### config.mk
export PLATFORM = sky130hd
export DESIGN_NAME = evt_xlate_engine
export DESIGN_NICKNAME = d
export VERILOG_FILES = /design/src/rtl/evt_xlate_pkg.sv /design/src/rtl/evt_req_decode.sv /design/src/rtl/evt_addr_gen.sv /design/src/rtl/evt_xlate_seq.sv /design/src/rtl/evt_xlate_engine.sv
export SDC_FILE = /design/constraint.sdc
export NUM_CORES = 1
export LEC_CHECK = 0
export BUFFER_PORTS_ARGS = -buffer_cell sky130_fd_sc_hd__buf_4
export CORE_MARGIN = 10
export CORE_UTILIZATION = 35
export DETAILED_ROUTE_END_ITERATION = 7
export PLACE_DENSITY_LB_ADDON = 0.08
export SLEW_MARGIN = 20
export SYNTH_ARGS = -nofsm -noshare
export SYNTH_HDL_FRONTEND = slang
export SYNTH_SLANG_ARGS = --single-unit
### constraint.sdc
create_clock -name clk -period 6 [get_ports clk]
set_input_delay 0.3 -clock clk [delete_from_list [all_inputs] [get_ports clk]]
set_output_delay 0.3 -clock clk [all_outputs]
set_load 0.01 [all_outputs]
### src/rtl/evt_xlate_pkg.sv
package evt_xlate_pkg;

    localparam int DEVID_W = 32;
    localparam int EVID_W  = 32;
    localparam int INTID_W = 24;
    localparam int ICID_W  = 16;

    typedef enum logic [1:0] {
        RK_REGWR   = 2'd0,
        RK_CLEAR   = 2'd1,
        RK_DISCARD = 2'd2,
        RK_TRIGGER = 2'd3
    } req_kind_e;

    typedef enum logic [2:0] {
        ST_IDLE,
        ST_DEV,
        ST_TLO,
        ST_THI,
        ST_COLL,
        ST_ZLO,
        ST_ZHI
    } stage_e;

    typedef struct packed {
        req_kind_e            kind;
        logic [DEVID_W-1:0]   devid;
        logic [EVID_W-1:0]    evid;
    } xreq_t;

    // Largest event ID a device entry admits: 2^(size+1)
    function automatic logic [EVID_W:0] event_limit(input logic [4:0] sz);
        return (EVID_W+1)'(1) << ({1'b0, sz} + 6'd1);
    endfunction

    // Both the live bit and the physical-type bit must be set
    function automatic logic xl_live(input logic [1:0] flags);
        return &flags;
    endfunction

    function automatic logic stage_reads(input stage_e s);
        return (s == ST_DEV) || (s == ST_TLO) || (s == ST_THI) || (s == ST_COLL);
    endfunction

    function automatic logic stage_writes(input stage_e s);
        return (s == ST_ZLO) || (s == ST_ZHI);
    endfunction

    function automatic logic stage_wide(input stage_e s);
        return (s == ST_DEV) || (s == ST_TLO) || (s == ST_COLL) || (s == ST_ZLO);
    endfunction

    function automatic logic kind_resolves(input req_kind_e k);
        return (k == RK_REGWR) || (k == RK_TRIGGER);
    endfunction

endpackage

### src/rtl/evt_req_decode.sv
module evt_req_decode
    import evt_xlate_pkg::*;
(
    input  logic        unit_en,
    input  logic        req_valid,
    input  logic [1:0]  req_kind,
    input  logic [31:0] req_reqid,
    input  logic [31:0] req_data,
    input  logic [63:0] req_dw0,
    input  logic [63:0] req_dw1,
    output logic        accept,
    output xreq_t       req
);

    logic unused_fields;
    assign unused_fields = ^{req_dw0[31:0], req_dw1[63:32]};

    always_comb begin
        req.kind = req_kind_e'(req_kind);
        if (req.kind == RK_REGWR) begin
            req.devid = req_reqid;
            req.evid  = req_data;
        end else begin
            req.devid = req_dw0[63:32];
            req.evid  = req_dw1[31:0];
        end
        accept = req_valid && ((req.kind != RK_REGWR) || unit_en);
    end

endmodule

### src/rtl/evt_addr_gen.sv
module evt_addr_gen
    import evt_xlate_pkg::*;
#(
    parameter int               ADDR_W    = 48,
    parameter logic [ADDR_W-1:0] DEV_BASE  = 48'h0000_0001_0000,
    parameter logic [ADDR_W-1:0] COLL_BASE = 48'h0000_0002_0000
) (
    input  stage_e              stage,
    input  logic [DEVID_W-1:0]  devid,
    input  logic [EVID_W-1:0]   evid,
    input  logic [ADDR_W-1:0]   itt_base,
    input  logic [ICID_W-1:0]   icid,
    output logic [ADDR_W-1:0]   addr,
    output logic                wide
);

    logic [ADDR_W-1:0] dev_addr, tr_lo, tr_hi, coll_addr, ev_ext;

    always_comb begin
        ev_ext    = ADDR_W'(evid);
        dev_addr  = DEV_BASE + (ADDR_W'(devid) << 3);
        tr_lo     = itt_base + (ev_ext << 3) + (ev_ext << 2);
        tr_hi     = tr_lo + ADDR_W'(8);
        coll_addr = COLL_BASE + (ADDR_W'(icid) << 3);
        unique case (stage)
            ST_DEV:          addr = dev_addr;
            ST_TLO, ST_ZLO:  addr = tr_lo;
            ST_THI, ST_ZHI:  addr = tr_hi;
            ST_COLL:         addr = coll_addr;
            default:         addr = '0;
        endcase
        wide = stage_wide(stage);
    end

endmodule

### src/rtl/evt_xlate_seq.sv
module evt_xlate_seq
    import evt_xlate_pkg::*;
#(
    parameter int          ADDR_W    = 48,
    parameter logic [31:0] MAX_DEVID = 32'd1023
) (
    input  logic                clk,
    input  logic                rst,
    input  logic                accept,
    input  xreq_t               in_req,
    input  logic                mem_ack,
    input  logic                mem_err,
    input  logic [63:0]         mem_rdata,
    output stage_e              stage,
    output logic [DEVID_W-1:0]  cur_devid,
    output logic [EVID_W-1:0]   cur_evid,
    output logic [ADDR_W-1:0]   itt_base,
    output logic [ICID_W-1:0]   cur_icid,
    output logic                busy,
    output logic                done,
    output logic                err,
    output logic                res_valid,
    output logic [INTID_W-1:0]  res_intid,
    output logic [ICID_W-1:0]   res_icid
);

    xreq_t       cur;
    logic [63:0] dte_q;
    logic [63:0] lo_q;
    logic [ICID_W-1:0] icid_q;

    logic unused_bits;
    assign unused_bits = ^{dte_q[63:ADDR_W], dte_q[7:0], lo_q[63:26]};

    assign cur_devid = cur.devid;
    assign cur_evid  = cur.evid;
    assign cur_icid  = icid_q;
    assign itt_base  = {dte_q[ADDR_W-1:8], 8'h00};
    assign busy      = (stage != ST_IDLE);

    always_ff @(posedge clk) begin
        if (rst) begin
            stage     <= ST_IDLE;
            cur       <= '0;
            dte_q     <= '0;
            lo_q      <= '0;
            icid_q    <= '0;
            done      <= 1'b0;
            err       <= 1'b0;
            res_valid <= 1'b0;
            res_intid <= '0;
            res_icid  <= '0;
        end else begin
            done      <= 1'b0;
            err       <= 1'b0;
            res_valid <= 1'b0;
            unique case (stage)
                ST_IDLE: begin
                    if (accept) begin
                        cur <= in_req;
                        if (in_req.devid > MAX_DEVID) done  <= 1'b1;
                        else                          stage <= ST_DEV;
                    end
                end
                ST_DEV: begin
                    if (mem_ack) begin
                        if (mem_err) begin
                            done <= 1'b1; err <= 1'b1; stage <= ST_IDLE;
                        end else begin
                            dte_q <= mem_rdata;
                            if (!mem_rdata[0] ||
                                ({1'b0, cur.evid} > event_limit(mem_rdata[5:1]))) begin
                                done <= 1'b1; stage <= ST_IDLE;
                            end else begin
                                stage <= ST_TLO;
                            end
                        end
                    end
                end
                ST_TLO: begin
                    if (mem_ack) begin
                        if (mem_err) begin
                            done <= 1'b1; err <= 1'b1; stage <= ST_IDLE;
                        end else begin
                            lo_q  <= mem_rdata;
                            stage <= ST_THI;
                        end
                    end
                end
                ST_THI: begin
                    if (mem_ack) begin
                        if (mem_err) begin
                            done <= 1'b1; err <= 1'b1; stage <= ST_IDLE;
                        end else begin
                            icid_q <= mem_rdata[ICID_W-1:0];
                            if (!xl_live(lo_q[1:0])) begin
                                done <= 1'b1; stage <= ST_IDLE;
                            end else begin
                                stage <= ST_COLL;
                            end
                        end
                    end
                end
                ST_COLL: begin
                    if (mem_ack) begin
                        if (mem_err) begin
                            done <= 1'b1; err <= 1'b1; stage <= ST_IDLE;
                        end else if (!mem_rdata[0]) begin
                            done <= 1'b1; stage <= ST_IDLE;
                        end else if (cur.kind == RK_DISCARD) begin
                            stage <= ST_ZLO;
                        end else begin
                            done  <= 1'b1;
                            stage <= ST_IDLE;
                            if (kind_resolves(cur.kind)) begin
                                res_valid <= 1'b1;
                                res_intid <= lo_q[25:2];
                                res_icid  <= icid_q;
                            end
                        end
                    end
                end
                ST_ZLO: begin
                    if (mem_ack) begin
                        if (mem_err) begin
                            done <= 1'b1; err <= 1'b1; stage <= ST_IDLE;
                        end else begin
                            stage <= ST_ZHI;
                        end
                    end
                end
                ST_ZHI: begin
                    if (mem_ack) begin
                        done  <= 1'b1;
                        err   <= mem_err;
                        stage <= ST_IDLE;
                    end
                end
                default: stage <= ST_IDLE;
            endcase
        end
    end

    AST_LIMIT_DROP: assert property (@(posedge clk) disable iff (rst)
        (stage == ST_IDLE && accept && in_req.devid > MAX_DEVID)
            |=> (stage == ST_IDLE && done && !res_valid && !err));

    AST_RES_WITH_DONE: assert property (@(posedge clk) disable iff (rst)
        res_valid |-> (done && !err));

    AST_DONE_SINGLE: assert property (@(posedge clk) disable iff (rst)
        done |=> !done);

endmodule

### src/rtl/evt_xlate_engine.sv
module evt_xlate_engine
    import evt_xlate_pkg::*;
#(
    parameter int               ADDR_W    = 48,
    parameter logic [ADDR_W-1:0] DEV_BASE  = 48'h0000_0001_0000,
    parameter logic [ADDR_W-1:0] COLL_BASE = 48'h0000_0002_0000,
    parameter logic [31:0]      MAX_DEVID = 32'd1023
) (
    input  logic              clk,
    input  logic              rst,
    input  logic              unit_en,
    input  logic              req_valid,
    input  logic [1:0]        req_kind,
    input  logic [31:0]       req_reqid,
    input  logic [31:0]       req_data,
    input  logic [63:0]       req_dw0,
    input  logic [63:0]       req_dw1,
    output logic              busy,
    output logic              mem_rd,
    output logic              mem_wr,
    output logic              mem_wide,
    output logic [ADDR_W-1:0] mem_addr,
    output logic [63:0]       mem_wdata,
    input  logic [63:0]       mem_rdata,
    input  logic              mem_ack,
    input  logic              mem_err,
    output logic              done,
    output logic              err,
    output logic              res_valid,
    output logic [23:0]       res_intid,
    output logic [15:0]       res_icid
);

    logic               accept;
    xreq_t              dec_req;
    stage_e             stage;
    logic [DEVID_W-1:0] cur_devid;
    logic [EVID_W-1:0]  cur_evid;
    logic [ADDR_W-1:0]  itt_base;
    logic [ICID_W-1:0]  cur_icid;

    evt_req_decode u_dec (
        .unit_en   (unit_en),
        .req_valid (req_valid && !busy),
        .req_kind  (req_kind),
        .req_reqid (req_reqid),
        .req_data  (req_data),
        .req_dw0   (req_dw0),
        .req_dw1   (req_dw1),
        .accept    (accept),
        .req       (dec_req)
    );

    evt_xlate_seq #(
        .ADDR_W    (ADDR_W),
        .MAX_DEVID (MAX_DEVID)
    ) u_seq (
        .clk       (clk),
        .rst       (rst),
        .accept    (accept),
        .in_req    (dec_req),
        .mem_ack   (mem_ack),
        .mem_err   (mem_err),
        .mem_rdata (mem_rdata),
        .stage     (stage),
        .cur_devid (cur_devid),
        .cur_evid  (cur_evid),
        .itt_base  (itt_base),
        .cur_icid  (cur_icid),
        .busy      (busy),
        .done      (done),
        .err       (err),
        .res_valid (res_valid),
        .res_intid (res_intid),
        .res_icid  (res_icid)
    );

    evt_addr_gen #(
        .ADDR_W    (ADDR_W),
        .DEV_BASE  (DEV_BASE),
        .COLL_BASE (COLL_BASE)
    ) u_addr (
        .stage    (stage),
        .devid    (cur_devid),
        .evid     (cur_evid),
        .itt_base (itt_base),
        .icid     (cur_icid),
        .addr     (mem_addr),
        .wide     (mem_wide)
    );

    assign mem_rd    = stage_reads(stage);
    assign mem_wr    = stage_writes(stage);
    assign mem_wdata = '0;

    AST_RD_WR_EXCL: assert property (@(posedge clk) disable iff (rst)
        !(mem_rd && mem_wr));

    AST_REQ_HELD: assert property (@(posedge clk) disable iff (rst)
        ((mem_rd || mem_wr) && !mem_ack)
            |=> ($stable(mem_rd) && $stable(mem_wr) && $stable(mem_addr) && $stable(mem_wide)));

    AST_WR_ZERO: assert property (@(posedge clk) disable iff (rst)
        mem_wr |-> (mem_wdata == 64'd0));

    AST_ERR_STOPS: assert property (@(posedge clk) disable iff (rst)
        ((mem_rd || mem_wr) && mem_ack && mem_err)
            |=> (!mem_rd && !mem_wr && done && err && !res_valid));

    AST_DISABLED_IGNORED: assert property (@(posedge clk) disable iff (rst)
        (!busy && req_valid && req_kind == 2'd0 && !unit_en)
            |=> (!busy && !done && !mem_rd));

endmodule

# Word level (Yosys, flattened, before mapping)
# Index checks and enable logic that the tools add are counted.
[totals] register_bits=202 out_inout_bits=159
[op_classes] add_sub_neg=6 n_lt_le_gt_ge=2 n_eq_ne=16 shift=1 muxes=39 n_bitwise=5 reduce_logical=29
[ops] operator="48-bit case mux with 4 select lines" n=1
[ops] operator="64-bit two-way mux" n=1
[ops] operator="48-bit by 34-bit adder with 48-bit output" n=1
[ops] operator="48-bit by 35-bit adder with 48-bit output" n=1
[ops] operator="48-bit by 4-bit adder with 48-bit output (second input constant)" n=1
[ops] operator="3-bit two-way mux" n=15
[ops] operator="17-bit by 35-bit adder with 36-bit output (first input constant)" n=1
[ops] operator="32-bit by 33-bit greater-than comparator with 1-bit output" n=1
[ops] operator="1-bit by 6-bit << shifter with 33-bit output (first input constant)" n=1
[ops] operator="32-bit by 10-bit greater-than comparator with 1-bit output (second input constant)" n=1
[ops] operator="3-bit case mux with 7 select lines" n=1
[ops] operator="18-bit by 19-bit adder with 20-bit output (first input constant)" n=1
[ops] operator="1-bit two-way mux" n=17
[ops] operator="2-bit != test (second input constant)" n=8
[ops] operator="3-bit equality test (second input constant)" n=3
[ops] operator="1-bit logical OR" n=9
[ops] operator="3-bit AND reduction" n=3
[ops] operator="8-bit AND reduction" n=1
[ops] operator="5-bit by 1-bit adder with 6-bit output (second input constant)" n=1
[ops] operator="3-bit by 2-bit equality test with 1-bit output (second input constant)" n=2
[ops] operator="1-bit case mux with 6 select lines" n=1
[ops] operator="6-bit AND reduction" n=1
[ops] operator="6-bit OR reduction" n=1
[ops] operator="1-bit NOT" n=5
[ops] operator="other kinds (13)" n=20

# Logic depth before layout (Yosys ltp)
# Gate-level depths: netlist (run 1).
[depth] depth_word=8 depth_mapped=17 mapped_depth_nobuf=15

# Cells and area by module
# A second synthesis (run 1) with hierarchy kept.
[unflattened] cells_unflattened=2154 hier_area_um2=16206.8
[modules_own_cells] module="evt_xlate_seq" instances=1 cells_per_inst=1107 area_per_inst_um2=8514.4 seq_area_each_um2=3883.7
[modules_own_cells] module="evt_addr_gen" instances=1 cells_per_inst=903 area_per_inst_um2=6063.3 seq_area_each_um2=0.0
[modules_own_cells] module="evt_req_decode" instances=1 cells_per_inst=74 area_per_inst_um2=1111.1 seq_area_each_um2=0.0
[modules_own_cells] module="evt_xlate_engine" instances=1 cells_per_inst=70 area_per_inst_um2=518.0 seq_area_each_um2=0.0

# Worst setup path before layout (run 1)
# Ideal clock, no wire load.
[synth_path] kind="reg-to-output" start="register u_seq.cur, in the netlist u_seq.cur_evid[21]" end="output mem_addr[47]" t_arrival_ns=4.377 required_ns=5.700 setup_slack_ns=1.323 stages_incl_launch_ff=15 path_buffers=1 cell_sequence="dfxtp_1 fa_1 ha_1 buf_6 a21oi_1 o21ai_1 a2111oi_1 a211oi_2 nor2_1 xnor2_2 or2b_1 or4_1 nor4_4 a21oi_1 o31ai_2"
[synth_via] elab_chain_len=4
[synth_rtl] item="start, declared" line_no="evt_xlate_seq.sv:27" text="xreq_t cur;"
[synth_rtl] item="start signal, assigned" line_no="evt_xlate_seq.sv:60" text="cur <= in_req;"
[synth_rtl] item="48-bit by 35-bit adder with 48-bit output" line_no="evt_addr_gen.sv:22" text="tr_lo = itt_base + (ev_ext << 3) + (ev_ext << 2);"
[synth_rtl] item="48-bit by 34-bit adder with 48-bit output (*)" line_no="evt_addr_gen.sv:22"
[synth_rtl] item="48-bit by 4-bit adder with 48-bit output" line_no="evt_addr_gen.sv:23" text="tr_hi = tr_lo + ADDR_W'(8);"
[synth_rtl] item="48-bit case mux with 4 select lines (*)" line_no="evt_addr_gen.sv:25" text="unique case (stage)"
[synth_rtl] item="end, declared" line_no="evt_xlate_engine.sv:22" text="output logic [ADDR_W-1:0] mem_addr,"
# Mark *: on every way between the ends. The rest lies on a longest branch, timed or not.

# Worst setup path in the final report (run 1)
# Ends and elaborated chain as after synthesis.

==> impl_metrics.json, run 1 <==
{
  "grt_max_degree": 102,
  "antenna_cells": 0,
  "grt_pass1_vias": 14687,
  "io_pins": 423,
  "r2r-start": "u_seq.stage[2]",
  "netlist_instances": 1951,
  "maxSlewHeadroom_pct": 27.4,
  "yosysSeqAreaShare_pct": 26.9,
  "p_leak_nw": 6.60,
  "r2r_slack_ns": 2.78,
  "synth_edf_count": 0,
  "async_flop_share_pct": 0,
  "firstDrtPassIters": 7,
  "hold_path_depth": 3,
  "cts_inserted_buffers": 17,
  "die_x_um": 223,
  "max_freq_ghz": 0.178,
  "powerDensity_nw_per_um2": 197,
  "hold_end": "u_seq.dte_q[47]",
  "hold_slack_ns": 0.0770,
  "top_usage_layer": "met2",
  "vias_per_cell": 5.44,
  "drt_iter0_markers": 1192,
  "final_cells": 2677,
  "use_met2_pct": 36.8,
  "clock-sinks": 194,
  "cts_root_buf": "clkbuf_16",
  "maxCapViolCount": 0,
  "grtUsageTotal_pct": 21.5,
  "yosys.area.top_type": "dfxtp_1",
  "skew_ns": 0.0107,
  "hold_viol": 0,
  "slew_viol_final": 0,
  "globalplace.congestion": 0.899,
  "clockBufferDepth": 2,
  "htreeDepth": 4,
  "ys_warn_count": 0,
  "dieHeight_um": 223,
  "dp.cells": 2645,
  "yosys.area.top_type_share_pct": 26.9,
  "cp_num_buf_inv": 1,
  "post-route-period-util_pct": 93.5,
  "cp_max_fo": 10,
  "port_buffers": 276,
  "row_count": 74,
  "area_delta_synth_final_pct": 18.8,
  "coreArea_um2": 40800,
  "path_class": "flop to primary output",
  "rsz0062_at_grt": "no",
  "synthTopCellsByArea": "dfxtp_1, nand2_1, a21oi_1",
  "grt.overflow.total": 0,
  "syn_avg_cell_area_um2": 7.39,
  "worst_slew_pin_slew_ns": 1.09,
  "synth_ff_type": "dfxtp_1",
  "max_stage_delay_ns": 0.63,
  "drive_gt1_share_pct": 17.3,
  "rr_worst_depth": 5,
  "critPathSlowestCell": "or4_1",
  "syn-cell-area_um2": 14400,
  "hold_start": "mem_rdata[47]",
  "clkLatencyLatePin_ns": 0.47,
  "grtUsageMet3_pct": 4.48,
  "cpMostUsedCell": "a21oi_1",
  "regArea_um2": 3880,
  "multi_input_area_um2": 9710,
  "remaining_drc_errors": 0,
  "initial_core_util_pct": 35.3,
  "vias": 14574,
  "dp_hpwl_mm": 42.6,
  "hp-class": "primary input to flop",
  "vdd.ir_drop.worst_mv": 0.186,
  "antenna_found_initial": 1,
  "synth.distinct_cells": 91,
  "outcome": "complete, no violations",
  "clkSlewWorstSetupHoldPaths_ns": 0.09,
  "cts_setup_buffers": 0,
  "timing.final.crit_period_ns": 5.61,
  "setup_tns_ns": 0,
  "ant_nets": 0,
  "grt_pass1_wl_mm": 85.4,
  "postPlaceCellArea_um2": 16500,
  "ys_ff_latch": 194,
  "fin_nets": 2497,
  "cp_top_family": "compound AO/OA/AOI/OAI gates",
  "startpoint_type": "flop",
  "fin_area_um2": 17100,
  "crit_required_ns": 5.70,
  "use_met1_pct": 26.5,
  "end_kind": "primary output",
  "wl_mm": 55.0,
  "cp_cell_sequence": "fa_1 -> ha_1 -> a21oi_1 -> o21ai_1 -> a2111oi_4 -> a211oi_2 -> nor2_1 -> xnor2_2 -> or2b_1 -> or4_1 -> nor4_4 -> a21oi_1 -> o31ai_2 -> buf_4",
  "dieArea_um2": 49700,
  "arrival_ns": 5.31,
  "fillers": 4346,
  "cts_tree": "done",
  "r2r_end": "u_seq.cur_evid[21]",
  "finalSetupViolCount": 0,
  "wl_per_cell_um": 20.5,
  "power_mw": 3.37
}
flip-flops by register name, indices dropped and copies added (netlist names):
signal	cells
u_seq.dte_q	40
u_seq.res_intid	24
u_seq.err	1
u_seq.cur_evid	32
u_seq.done	1
u_seq.res_icid	16
u_seq.cur	2
u_seq.cur_devid	32
u_seq.cur_icid	16
u_seq.stage	3
u_seq.res_valid	1
u_seq.lo_q	26
repair_timing:
action	4_1_cts	5_1_grt
hold buffers	0	0
resized for setup	0	7
setup endpoints to repair	0	9
cells by family after synthesis:
group,Yosys count,share of synthesized area (%)
AOI/OAI and AO/OA,546,24.6
xor gates and xnor gates,88,5.40
adders and majority gates,101,10.2
buffers and inverters,227,7.96
DFF,194,26.9
muxes,5,0.364
other,1,0.0260
and+or+nand+nor,789,24.6
per-layer routing:
layer	part of all wire (%)	routed length [um]
met1	44	24000
met2	49	27000
met3	5.1	2790
met4	2.2	1190
met5	0	0
cell usage in the layout (no fill, tap or decap), types with 6 or more instances in the layout:
| master | synthesis | final |
|---|---|---|
| and2_1 | 9 | 9 |
| o211ai_1 | 13 | 13 |
| nand2_1 | 434 | 433 |
| fa_1 | 27 | 27 |
| or3_1 | 7 | 7 |
| o21ai_0 | 114 | 114 |
| a31oi_1 | 6 | 6 |
| and3_1 | 17 | 17 |
| clkbuf_16 | 0 | 17 |
| a21oi_1 | 193 | 193 |
| inv_1 | 33 | 33 |
| nand4_1 | 37 | 37 |
| dfxtp_1 | 194 | 194 |
| a311oi_1 | 65 | 64 |
| buf_4 | 69 | 288 |
| o31ai_1 | 6 | 6 |
| nor4_1 | 19 | 19 |
| o22ai_1 | 11 | 11 |
| nor2b_1 | 7 | 7 |
| xor2_1 | 37 | 37 |
| a21oi_2 | 7 | 7 |
| ha_1 | 74 | 74 |
| conb_1 | 1 | 67 |
| o21a_1 | 7 | 7 |
| xnor2_1 | 50 | 50 |
| a22oi_1 | 8 | 8 |
| a222oi_1 | 10 | 10 |
| inv_8 | 0 | 7 |
| nand3_1 | 35 | 34 |
| nor2_1 | 145 | 143 |
| o21ai_1 | 13 | 12 |
| o221ai_1 | 9 | 9 |
| a211oi_1 | 8 | 8 |
| a21o_1 | 22 | 22 |
| nor3_1 | 25 | 25 |
worst min-delay path: cells and delay by family:
family	cells	cell delay, ns
AOI/OAI and AO/OA	1	0.05
buffers and inverters	1	0.11
and+or+nand+nor	1	0.05
Yosys cell counts, types with 35 or more instances:
cell type	count
nor2_1	145
xnor2_1	50
dfxtp_1	194
clkbuf_1	109
xor2_1	37
nand4_1	37
a311oi_1	65
a21oi_1	193
nand2_1	434
ha_1	74
buf_4	69
o21ai_0	114
nand3_1	35
metrics by stage:
step	util [%]	worst slack (ns)
floorplan	-	1.32
global placement	40.5	0.726
detailed placement	40.5	0.645
CTS	41.9	0.122
global route	42.0	0.0243
finish	42.0	0.393
worst max-delay path by stage:
stage / startpoint / endpoint / slack, ns / cells past startpoint
after floorplan: u_seq.cur_evid[21] / mem_addr[47] / 1.32 / 14
after global placement: u_seq.cur_evid[20] / mem_addr[47] / 0.73 / 14
after detailed placement: u_seq.cur_evid[20] / mem_addr[47] / 0.65 / 14
after CTS: u_seq.cur_evid[21] / mem_addr[47] / 0.12 / 14
after global routing: u_seq.cur_evid[5] / mem_addr[33] / 0.02 / 16
final: u_seq.cur_evid[21] / mem_addr[47] / 0.39 / 14
report_power, final:
| group | internal (mW) | switching, mW | total, mW |
|---|---|---|---|
| Combinational | 0.317 | 0.492 | 0.809 |
| Clock | 0.565 | 0.607 | 1.17 |
| Sequential | 1.33 | 0.0624 | 1.39 |
layout make-up:
cell class	instances	area share, %
Clock inverter	14	0.767
Tap cell	532	3.88
Multi-Input combinational cell	1596	56.6
Timing Repair Buffer	290	12.7
Inverter	33	0.723
Clock buffer	18	2.56
Sequential cell	194	22.7
Note: power is estimated with default switching activity, not from simulation.
==> inputs of run 2 (changes only) <==
CORE_UTILIZATION = 55   (was 35)
CTS_BUF_LIST = sky130_fd_sc_hd__clkbuf_8   (was default)
==> impl_metrics.json, run 2 (synthesis results as in run 1) <==
{
  "use_met1_pct": 36.2,
  "cts_setup_buffers": 0,
  "layout_setup_ws_ns": 0.364,
  "maxCapViolCount": 0,
  "initial_core_util_pct": 55.7,
  "use_met2_pct": 47.7,
  "clkSlewWorstSetupHoldPaths_ns": 0.13,
  "grt_max_degree": 140,
  "outcome": "finished, violations left",
  "hold_viol": 0,
  "cts_root_buf": "clkbuf_8",
  "post-route-period-util_pct": 93.9,
  "remaining_drc_errors": 7,
  "violations": "design-rule violations",
  "largest_register_ffs": 40,
  "clkLatencyLatePin_ns": 0.48,
  "slew_viol_final": 0,
  "dieHeight_um": 182,
  "p_leak_nw": 6.56,
  "firstDrtPassIters": 8,
  "cp_max_fo": 10,
  "wl_mm": 49.8,
  "finalSetupViolCount": 0,
  "final_common_cell": "nand2_1",
  "arrival_ns": 5.34,
  "dieArea_um2": 33100,
  "powerDensity_nw_per_um2": 188,
  "hold_slack_ns": 0.0447,
  "vdd.ir_drop.worst_mv": 0.165,
  "grtUsageMet3_pct": 5.33,
  "drive_gt1_share_pct": 17.4,
  "io_pins": 423,
  "place_ws_ns": 0.702,
  "clock-sinks": 194,
  "grt_pass1_wl_mm": 77.6,
  "cts_inserted_buffers": 17,
  "max_freq_ghz": 0.177,
  "dp_hpwl_mm": 38.5,
  "worst_slew_pin_slew_ns": 1.04,
  "htreeDepth": 4,
  "final_cell_mix": "nand2_1, buf_4, dfxtp_1",
  "ant_nets": 0,
  "top_register": "u_seq.dte_q",
  "wl_per_cell_um": 20.1,
  "coreArea_um2": 25900,
  "skew_ns": 0.0202,
  "grtUsageTotal_pct": 28.4,
  "maxSlewHeadroom_pct": 30.3,
  "hp-class": "primary input to flop",
  "clockBufferDepth": 2,
  "vias_per_cell": 5.99,
  "fin_nets": 2498,
  "startpoint_type": "flop",
  "end_kind": "primary output",
  "drt_iter0_markers": 1470,
  "crit_required_ns": 5.70,
  "port_buffers": 276,
  "timing.final.crit_period_ns": 5.64,
  "die_x_um": 182,
  "rsz0062_at_grt": "no",
  "globalplace.congestion": 0.948,
  "antenna_found_initial": 0,
  "cts_tree": "done",
  "grt.overflow.total": 0,
  "path_class": "flop to primary output",
  "setup_tns_ns": 0,
  "grt_pass1_vias": 14123,
  "row_count": 59,
  "top_usage_layer": "met2",
  "area_delta_synth_final_pct": 16.2,
  "antenna_cells": 0,
  "vias": 14863
}
==> run 2: cell count changes in the layout (fill, tap and decap cells not counted), sizes merged <==
cell / change
clkinv: +5
inv: -4
buf: +1
clkinvlp: -1
==> run 2: power breakdown <==
part / internal, mW / switching [mW]
sequential: 1.33 / 0.0580
clock: 0.337 / 0.606
combinational: 0.320 / 0.497
==> run 2: area by class of cell <==
cell class,count,area (um^2)
clock buffer,18,248
clock inverter,14,183
fill,2419,9140
inverter,33,124
multi-input combinational,1596,9720
sequential,194,3880
tap,335,419
timing repair buffer,291,2190
==> run 2: layer usage <==
| metal | vias to the layer above | wire (um) |
|---|---|---|
| met5 | - | 0 |
| met4 | 0 | 1220 |
| met3 | 66 | 3500 |
| met2 | 539 | 24100 |
| met1 | 7063 | 21000 |
| li1 | 7195 | - |
==> run 2: worst paths after layout <==
kind / slack (ns) / startpoint / depth (start not counted) / to
max: 0.36 / u_seq.cur_evid[20] / 15 / mem_addr[47]
min: 0.04 / mem_rdata[31] / 3 / u_seq.dte_q[31]
max reg2reg: 2.73 / u_seq.stage[1] / 9 / u_seq.dte_q[37]
min reg2reg: 0.44 / u_seq.lo_q[16] / 2 / u_seq.res_intid[14]
==> run 2: critical path: stages, from the launching register on <==
cell and delay [ns]:
dfxtp_1 0.49, fa_1 0.44, ha_1 0.44, a21oi_1 0.27, o21ai_1 0.10, buf_4 0.18
a2111oi_2 0.49, a211oi_2 0.16, nor2_1 0.29, xnor2_2 0.19, or2b_1 0.26, or4_1 0.64
nor4_4 0.39, a21oi_1 0.13, o31ai_2 0.23, buf_4 0.16
==> run 2: what timing repair did <==
action	4_1_cts	5_1_grt
gates resized for setup	0	11
hold buffers	0	0
setup endpoints to repair	0	10
hold endpoints to repair	0	0
==> run 2: metrics by stage <==
stage / util (%) / cell area [um^2] / std cells / power, mW
global placement: 62.8 / 16300 / 2449 / 2.19
detailed placement: 62.8 / 16300 / 2449 / 2.21
floorplan: - / 14700 / 2017 / 1.98
finish: 64.7 / 16800 / 2481 / 3.15
CTS: 64.5 / 16700 / 2481 / 3.14
global route: 64.7 / 16800 / 2481 / 3.29
==> inputs of run 3 (changes only) <==
MAX_ROUTING_LAYER = met4   (was default)
==> impl_metrics.json, run 3 (synthesis results as in run 1) <==
{
  "coreArea_um2": 25900,
  "timing.final.crit_period_ns": 5.66,
  "clockBufferDepth": 2,
  "cp_num_buf_inv": 2,
  "final_cell_mix": "nand2_1, buf_4, dfxtp_1",
  "drt_iter0_markers": 1346,
  "cts_root_buf": "clkbuf_8",
  "antenna_cells": 0,
  "p_clk_share_pct": 29.7,
  "post-route-period-util_pct": 94.3,
  "hold_slack_ns": 0.0262,
  "grt_pass1_wl_mm": 76.7,
  "wl_per_cell_um": 20.0,
  "switching_power_mw": 1.15,
  "fin_area_um2": 16800,
  "top_register": "u_seq.dte_q",
  "slew_viol_final": 0,
  "hp-class": "primary input to flop",
  "final_common_cell": "nand2_1",
  "clock-sinks": 194,
  "path_class": "flop to primary output",
  "setup_tns_ns": 0,
  "dieArea_um2": 33100,
  "clkSlewWorstSetupHoldPaths_ns": 0.13,
  "dp.cells": 2448,
  "max_freq_ghz": 0.177,
  "io_pins": 423,
  "ant_nets": 0,
  "worst_slew_pin_slew_ns": 1.12,
  "vias": 14941,
  "grtUsageTotal_pct": 29.0,
  "antenna_found_initial": 0,
  "maxCapViolCount": 0,
  "startpoint_type": "flop",
  "port_buffers": 276,
  "remaining_drc_errors": 0,
  "cp_top_family": "simple AND/OR/NAND/NOR gates",
  "hold_viol": 0,
  "critPathSlowestCell": "or4_1",
  "final_cells": 2481,
  "row_count": 59,
  "arrival_ns": 5.36,
  "fillers": 2391,
  "p_seq_share_pct": 44.4,
  "area_delta_synth_final_pct": 16.1,
  "cts_tree": "done",
  "cp_max_fo": 10,
  "fin_nets": 2498,
  "outcome": "complete, no violations",
  "end_kind": "primary output",
  "p_int_mw": 1.97,
  "p_leak_nw": 6.55,
  "max_stage_delay_ns": 0.65,
  "dp_hpwl_mm": 38.5,
  "cts_hold_buffers": 0,
  "p_comb_share_pct": 26.0,
  "crit_required_ns": 5.70,
  "clkLatencyLatePin_ns": 0.51,
  "cp_cell_sequence": "fa_1 -> ha_1 -> a21oi_1 -> o21ai_1 -> buf_4 -> a2111oi_2 -> a211oi_2 -> nor2_1 -> xnor2_2 -> or2b_1 -> or4_1 -> nor4_4 -> a21oi_1 -> o31ai_2 -> buf_4",
  "grt.overflow.total": 0,
  "vias_per_cell": 6.02,
  "largest_register_ffs": 40,
  "htreeDepth": 4,
  "globalplace.congestion": 0.970,
  "dieHeight_um": 182,
  "die_x_um": 182,
  "drive_gt1_share_pct": 17.4,
  "initial_core_util_pct": 55.7,
  "wl_mm": 49.7,
  "postPlaceCellArea_um2": 16300,
  "vdd.ir_drop.worst_mv": 0.157,
  "p_sw_share_pct": 37.0,
  "skew_ns": 0.0247,
  "firstDrtPassIters": 8,
  "final_core_util_pct": 64.7,
  "finalSetupViolCount": 0,
  "powerDensity_nw_per_um2": 186,
  "maxSlewHeadroom_pct": 25.5,
  "grt_pass1_vias": 14012,
  "cts_inserted_buffers": 17,
  "grt_max_degree": 106
}
## run 3: per-layer routing
metal  wire length (um)  vias to the layer above  GRT usage [%]
met4               1700                        0           10.4
li1                   -                     7166              -
met3               3510                      108           5.21
met2              23700                      589           46.6
met1              20800                     7078           35.9
met5                  0                        -              -
## run 3: power groups by stage
| stage | combinational [mW] | clock [mW] | sequential, mW |
|---|---|---|---|
| finish | 0.811 | 0.927 | 1.39 |
| global route | 0.895 | 0.989 | 1.39 |
| CTS | 0.795 | 0.934 | 1.39 |
| detailed placement | 0.789 | 0 | 1.41 |
| global placement | 0.779 | 0 | 1.41 |
| floorplan | 0.582 | 0 | 1.39 |
## run 3: area by class of cell
type | count | area, um^2 | share of cell area, %
multi-input cells | 1596 | 9720 | 58.0
flip-flops and latches | 194 | 3880 | 23.2
inverters | 33 | 124 | 0.739
well taps | 335 | 419 | 2.50
clock inverters | 15 | 181 | 1.08
repair buffers | 291 | 2190 | 13.1
clock buffers | 17 | 234 | 1.40
## run 3: stage by stage
step | power (mW) | worst slack [ns]
2_1_floorplan | 1.98 | 1.32
3_3_place_gp | 2.19 | 0.701
3_5_place_dp | 2.20 | 0.672
4_1_cts | 3.12 | 0.0990
5_1_grt | 3.28 | -0.0156
6_report | 3.12 | 0.343
## run 3: timing repair
| action | CTS | global route |
|---|---|---|
| buffers inserted | 0 | 1 |
| gates resized for setup | 0 | 11 |
| endpoints found under the setup margin | 0 | 11 |
## run 3: worst reg2reg max path, delay by kind of cell, from the launching register on
kind	cells	cell delay (ns)
flip-flops	1	0.32
AO/OA/AOI/OAI	1	0.07
AND/OR/NAND/NOR	4	1.34
buffers and inverters	4	1.37
## run 3: path summary, 6_finish.rpt
path | startpoint | end | slack [ns] | depth (start not counted)
setup / recovery | u_seq.cur_evid[20] | mem_addr[47] | 0.34 | 15
hold / removal | mem_rdata[35] | u_seq.dte_q[35] | 0.03 | 3
setup reg to reg | u_seq.stage[1] | u_seq.dte_q[12] | 2.74 | 9
hold reg to reg | u_seq.lo_q[24] | u_seq.res_intid[22] | 0.45 | 2
